--- src/rtl/fadd_sr_pkg.sv ---
package fadd_sr_pkg;
   // Operand class; the numeric order carries no meaning.
   typedef enum logic [2:0] {
      OPC_ZERO  = 3'd0,
      OPC_NORM  = 3'd1,
      OPC_DNORM = 3'd2,
      OPC_INF   = 3'd3,
      OPC_QNAN  = 3'd4,
      OPC_SNAN  = 3'd5
   } opclass_e;

   function automatic logic is_nan(input opclass_e c);
      return (c == OPC_QNAN) || (c == OPC_SNAN);
   endfunction

   function automatic logic is_finite_nz(input opclass_e c);
      return (c == OPC_NORM) || (c == OPC_DNORM);
   endfunction
endpackage

--- src/rtl/fadd_sr_classify.sv ---
module fadd_sr_classify
   import fadd_sr_pkg::*;
#(
   parameter int EXP_W  = 8,
   parameter int FRAC_W = 23,
   localparam int W     = 1 + EXP_W + FRAC_W
) (
   input  logic [W-1:0] op_i,
   output opclass_e     cls_o
);
   logic [EXP_W-1:0]  exp_f;
   logic [FRAC_W-1:0] frac_f;

   assign exp_f  = op_i[W-2 -: EXP_W];
   assign frac_f = op_i[FRAC_W-1:0];

   always_comb begin
      if (&exp_f) begin
         if (frac_f == '0)               cls_o = OPC_INF;
         else if (frac_f[FRAC_W-1])      cls_o = OPC_QNAN;
         else                            cls_o = OPC_SNAN;
      end else if (exp_f == '0) begin
         cls_o = (frac_f == '0) ? OPC_ZERO : OPC_DNORM;
      end else begin
         cls_o = OPC_NORM;
      end
   end
endmodule

--- src/rtl/fadd_sr_quieten.sv ---
module fadd_sr_quieten #(
   parameter int EXP_W  = 8,
   parameter int FRAC_W = 23,
   localparam int W     = 1 + EXP_W + FRAC_W
) (
   input  logic [W-1:0] nan_i,
   output logic [W-1:0] quiet_o
);
   localparam logic [W-1:0] QBIT = W'(1) << (FRAC_W - 1);
   assign quiet_o = nan_i | QBIT;
endmodule

--- src/rtl/fadd_sr_pair.sv ---
module fadd_sr_pair
   import fadd_sr_pkg::*;
#(
   parameter int EXP_W        = 8,
   parameter int FRAC_W       = 23,
   parameter bit SNAN_B_FIRST = 1'b1,
   localparam int W           = 1 + EXP_W + FRAC_W
) (
   input  logic [W-1:0] a_i,
   input  logic [W-1:0] b_i,
   input  opclass_e     cls_a_i,
   input  opclass_e     cls_b_i,
   input  logic         rm_down_i,
   output logic         bypass_o,
   output logic [W-1:0] result_o,
   output logic         invalid_o
);
   localparam logic [W-1:0] DEF_NAN =
      {1'b0, {EXP_W{1'b1}}, 1'b1, {(FRAC_W-1){1'b0}}};

   logic [W-1:0] ops [2];
   logic [W-1:0] qops [2];
   logic         snan_any;
   logic [W-1:0] snan_word;
   logic         sign_a, sign_b;

   assign ops[0] = a_i;
   assign ops[1] = b_i;
   assign sign_a = a_i[W-1];
   assign sign_b = b_i[W-1];

   for (genvar k = 0; k < 2; k++) begin : g_quiet
      fadd_sr_quieten #(.EXP_W(EXP_W), .FRAC_W(FRAC_W)) u_q (
         .nan_i  (ops[k]),
         .quiet_o(qops[k])
      );
   end

   // Signalling-NaN ordering variant.
   if (SNAN_B_FIRST) begin : g_snan_b
      always_comb begin
         snan_any  = 1'b1;
         if (cls_b_i == OPC_SNAN)      snan_word = qops[1];
         else if (cls_a_i == OPC_SNAN) snan_word = qops[0];
         else begin
            snan_any  = 1'b0;
            snan_word = '0;
         end
      end
   end else begin : g_snan_a
      always_comb begin
         snan_any  = 1'b1;
         if (cls_a_i == OPC_SNAN)      snan_word = qops[0];
         else if (cls_b_i == OPC_SNAN) snan_word = qops[1];
         else begin
            snan_any  = 1'b0;
            snan_word = '0;
         end
      end
   end

   always_comb begin
      bypass_o  = 1'b1;
      invalid_o = 1'b0;
      result_o  = '0;
      if (snan_any) begin
         result_o  = snan_word;
         invalid_o = 1'b1;
      end else if (cls_a_i == OPC_QNAN) begin
         result_o = a_i;
      end else if (cls_b_i == OPC_QNAN) begin
         result_o = b_i;
      end else if (cls_a_i == OPC_INF && cls_b_i == OPC_INF) begin
         if (sign_a == sign_b) result_o = a_i;
         else begin
            result_o  = DEF_NAN;
            invalid_o = 1'b1;
         end
      end else if (cls_a_i == OPC_INF) begin
         result_o = a_i;
      end else if (cls_b_i == OPC_INF) begin
         result_o = b_i;
      end else if (cls_a_i == OPC_ZERO && cls_b_i == OPC_ZERO) begin
         result_o = (sign_a == sign_b) ? a_i : {rm_down_i, {(W-1){1'b0}}};
      end else if (cls_a_i == OPC_ZERO) begin
         result_o = b_i;
      end else if (cls_b_i == OPC_ZERO) begin
         result_o = a_i;
      end else begin
         bypass_o = 1'b0;
      end
   end

   // Guards on the decided result.
   always_comb begin
      if (cls_a_i == OPC_ZERO && cls_b_i == OPC_ZERO)
         assert_zero_mag_R7: assert (result_o[W-2:0] == '0)
            else $error("zero pair gave nonzero magnitude");
      if (bypass_o && is_finite_nz(cls_a_i) && cls_b_i == OPC_ZERO)
         assert_keep_nonzero_R8: assert (result_o == a_i)
            else $error("zero operand altered the nonzero operand");
      if (is_finite_nz(cls_a_i) && is_finite_nz(cls_b_i))
         assert_datapath_pair_R9: assert (!bypass_o)
            else $error("finite nonzero pair bypassed");
   end
endmodule

--- src/rtl/fadd_special_resolve.sv ---
module fadd_special_resolve
   import fadd_sr_pkg::*;
#(
   parameter int EXP_W        = 8,
   parameter int FRAC_W       = 23,
   parameter int RM_W         = 2,
   parameter int RM_DOWN      = 3,
   parameter bit SNAN_B_FIRST = 1'b1
) (
   input  logic [EXP_W+FRAC_W:0] a_i,
   input  logic [EXP_W+FRAC_W:0] b_i,
   input  logic [RM_W-1:0]       rmode_i,
   output logic                  bypass_o,
   output logic [EXP_W+FRAC_W:0] result_o,
   output logic                  invalid_o,
   output logic                  proceed_o
);
   localparam int W = 1 + EXP_W + FRAC_W;

   if (EXP_W < 2)  begin : g_bad_exp  $error("EXP_W must be at least 2");  end
   if (FRAC_W < 2) begin : g_bad_frac $error("FRAC_W must be at least 2"); end
   if (RM_DOWN >= (1 << RM_W)) begin : g_bad_rm
      $error("RM_DOWN does not fit in RM_W bits");
   end

   opclass_e     cls [2];
   logic [W-1:0] ops [2];
   logic         rm_down;
   logic         byp;

   assign ops[0]  = a_i;
   assign ops[1]  = b_i;
   assign rm_down = (rmode_i == RM_W'(RM_DOWN));

   for (genvar k = 0; k < 2; k++) begin : g_cls
      fadd_sr_classify #(.EXP_W(EXP_W), .FRAC_W(FRAC_W)) u_cls (
         .op_i (ops[k]),
         .cls_o(cls[k])
      );
   end

   fadd_sr_pair #(
      .EXP_W(EXP_W), .FRAC_W(FRAC_W), .SNAN_B_FIRST(SNAN_B_FIRST)
   ) u_pair (
      .a_i      (a_i),
      .b_i      (b_i),
      .cls_a_i  (cls[0]),
      .cls_b_i  (cls[1]),
      .rm_down_i(rm_down),
      .bypass_o (byp),
      .result_o (result_o),
      .invalid_o(invalid_o)
   );

   assign bypass_o  = byp;
   assign proceed_o = ~byp;

   always_comb begin
      assert_one_path_R10: assert (bypass_o != proceed_o)
         else $error("bypass and proceed not exclusive");
      assert_invalid_bypass_R10: assert (!invalid_o || bypass_o)
         else $error("invalid raised without bypass");
      if (proceed_o)
         assert_proceed_clean_R9: assert (result_o == '0 && !invalid_o)
            else $error("proceed with stray result");
      if (bypass_o && (&result_o[W-2 -: EXP_W]) && result_o[FRAC_W-1:0] != '0)
         assert_nan_quiet_R4: assert (result_o[FRAC_W-1])
            else $error("signalling NaN left the block");
      if (cls[1] == OPC_SNAN && SNAN_B_FIRST)
         assert_snan_b_R2: assert (invalid_o && result_o[W-2:0] == (b_i[W-2:0] | (W-1)'(1) << (FRAC_W-1)))
            else $error("b signalling NaN not reported");
      if (is_nan(cls[0]) || is_nan(cls[1]))
         assert_nan_bypass_R3: assert (bypass_o)
            else $error("NaN operand sent to datapath");
   end
endmodule

--- config.mk ---
export PLATFORM = sky130hd
export DESIGN_NAME = fadd_special_resolve
export DESIGN_NICKNAME = d
export VERILOG_FILES = /design/src/rtl/fadd_sr_pkg.sv /design/src/rtl/fadd_sr_classify.sv /design/src/rtl/fadd_sr_quieten.sv /design/src/rtl/fadd_sr_pair.sv /design/src/rtl/fadd_special_resolve.sv
export SDC_FILE = /design/constraint.sdc
export NUM_CORES = 1
export LEC_CHECK = 0
export ABC_AREA = 0
export BUFFER_PORTS_ARGS = -buffer_cell sky130_fd_sc_hd__clkbuf_2
export CAP_MARGIN = 15
export CORE_MARGIN = 2
export CORE_UTILIZATION = 50
export DETAILED_ROUTE_END_ITERATION = 10
export PLACE_DENSITY = 0.95
export REMOVE_ABC_BUFFERS = 1
export SLEW_MARGIN = 20
export SYNTH_ARGS = -nofsm -noshare
export SYNTH_HDL_FRONTEND = slang
export SYNTH_HIERARCHICAL = 1
export SYNTH_SLANG_ARGS = --single-unit
--- constraint.sdc ---
create_clock -name vclk -period 3.1
set_input_delay 0.155 -clock vclk [all_inputs]
set_output_delay 0.155 -clock vclk [all_outputs]
set_load 0.1 [all_outputs]
==> out/metrics.yaml <==
status:
  status: "finished clean"
routing:
  drc: 0
  routed_wl_mm: 6.834
  firstDrtPassIters: 5
  drtAntennaViolNets: 0
  dr_total_vias: 2600
  routedWlPerCell_um: 17.09
  drt-vias-per-instance: 6.500
  drtIter0Drc: 193
finish:
  n_antenna_cell: 0
  mostFrequentLayoutCells: "66 x clkbuf_2, 37 x buf_12, 32 x nand2_1, 32 x o21ai_0, 23 x mux2i_1"
  drive_above_1_share_pct: 40.86
  final_nets: 419
  layout.cells.most_common: "clkbuf_2"
  stdcell_count: 400
  regArea_um2: 0
  syn_to_final_growth_pct: 30.67
  post-route-util_pct: 69.14
  design.seq.count: 0
  num-clock-buffers: 0
  design_area_um2: 2825
yosys:
  synth.top_cell.area_share_pct: 23.26
  yosys-top-cells-area: "buf_4 23%, mux2i_1 11%, a22o_1 8.9%"
  yosysSeqAreaShare_pct: 0
  netlist_instances: 323
  ys_types: 48
  syn_avg_cell_area_um2: 6.694
  yosysWarnings: 6
  syn_area_um2: 2162
  synth_top_cell_by_area: "buf_4"
floorplan:
  die_x_um: 69.76
  die_h_um: 69.76
  ioPinCount: 101
  core_area_um2: 4086
  start_util_pct: 52.91
  num_rows: 23
  dieArea_um2: 4866
setup_path:
  crit_slowest_cell: "mux2i_2"
  slowest_delay_ps: 340
  crit_type: "in2out"
  crit_path_max_fanout: 22
  worst-endpoint-arrival_ps: 2870
  path_cells: "clkbuf_2 -> nor4_2 -> nand4_1 -> nor2_4 -> mux2i_2 -> buf_6 -> inv_1 -> maj3_2 -> a22oi_2 -> o221ai_2 -> buf_4 -> a22o_1 -> buf_12"
  cp.required_ps: 2940
  crit_path_end_kind: "output port"
  start_kind: "input port"
timing:
  drv_slew: 0
  finalHoldViolations: 0
  fin_ws_ps: 79.89
  rsz0062_at_grt: "true"
  period_minus_slack_ps: 3020
  clock.fmax_mhz: 331.1
  slew_headroom_pct: 59.92
  fin_crit_sh_pct: 97.42
  setup-violations-final: 0
  tns_ps: 0
  tightest_slew_ps: 599.0
placed_design:
  hpwl_mm: 5.386
  globalplace.congestion: 0.9278
  port_buffers: 101
  place_area_um2: 2754
  post-place-ws_ps: -163.1
  dpl.cell_count: 400
power_and_ir_drop:
  irDropWorstVdd_mv: 0.05076
  leakagePower_nw: 1.175
  cellPowerDensity_nw_per_um2: 78.22
grt:
  antenna_found_initial: 0
  grt_pass1_wl_mm: 11.06
  grt_max_degree: 45
  grt_pass1_vias: 2460
  overflow: 0
  grt_usage_pct: 26.34
hold_path:
  min_path_type: "in2out"
clock_tree:
  hold_buffers: 0
run:
  maxCapViolCount: 0
==> final timing paths <==
check / startpoint / endpoint / slack [ps] / cells after the start
setup / recovery: a_i[12] / result_o[7] / 80 / 13
hold / removal: b_i[31] / result_o[31] / 720 / 4
==> metrics by stage <==
stage	power [W]	hold WS [ps]
2_1_floorplan	0.00009959	766.9
3_3_place_gp	0.0002072	714.6
3_5_place_dp	0.0002153	726.2
4_1_cts	0.0002167	726.7
5_1_grt	0.0002350	749.0
6_report	0.0002210	720.6
==> critical path, delay by kind of cell <==
| kind | cells | cell delay (ps) |
|---|---|---|
| buffers and inverters | 5 | 780 |
| AND/OR/NAND/NOR | 3 | 710 |
| AO/OA/AOI/OAI | 3 | 560 |
| multiplexers | 1 | 340 |
| adder cells (fa/ha/maj) | 1 | 300 |
==> synthesized netlist by cell type (2+ instances only) <==
library cell	instances
nor2_2	3
nand2_1	33
buf_4	67
nor3_1	17
nor2_1	16
a21oi_1	4
and3b_1	3
nor2b_1	2
nor4_2	2
buf_6	3
inv_1	3
a22o_1	22
o21ai_0	32
conb_1	2
mux2i_1	24
clkbuf_1	2
or3_1	2
a22oi_1	7
a211o_1	2
nand3_1	5
o21ai_1	5
a21boi_0	2
nor4_1	13
a221oi_1	6
o211ai_1	3
nor2_4	2
nand4_1	6
nand2b_1	4
buf_2	11
or2_2	2
==> layout make-up <==
cell class,instances,area [um^2]
inverters,3,11.26
well taps,50,62.56
repair buffers,112,1142
multi-input cells,235,1609
fillers,313,1261
==> per-layer routing <==
| metal | global-route usage (%) | vias to the layer above | wire [um] | share of wire [%] |
|---|---|---|---|---|
| li1 | - | 1196 | - | - |
| met1 | 30.84 | 1191 | 2507 | 37 |
| met2 | 49.31 | 194 | 3480 | 51 |
| met3 | 3.198 | 19 | 690 | 10 |
| met4 | 7.906 | 0 | 155 | 2.3 |
| met5 | 0 | - | 0 | 0 |
==> power by group <==
group / leakage (nW) / internal, W / switching (W)
clock: 0 / 0 / 0
sequential: 0 / 0 / 0
combinational: 1.17 / 0.0000853 / 0.000136
total: 1.17 / 0.0000853 / 0.000136
==> repair_timing <==
item / 4_1_cts / 5_1_grt
resized for setup: 5 / 12
pin swaps: 0 / 0
setup endpoints to repair: 27 / 32
setup buffers: 0 / 0
==> logic make-up after synthesis <==
group | share of synthesized area (%)
AO/OA/AOI/OAI | 30.56
adder cells (fa/ha/maj) | 1.099
buffers and inverters | 28.76
multiplexers | 11.63
other | 0.3474
AND/OR/NAND/NOR | 27.60
No activity file was read; power rests on OpenSTA's default activity.
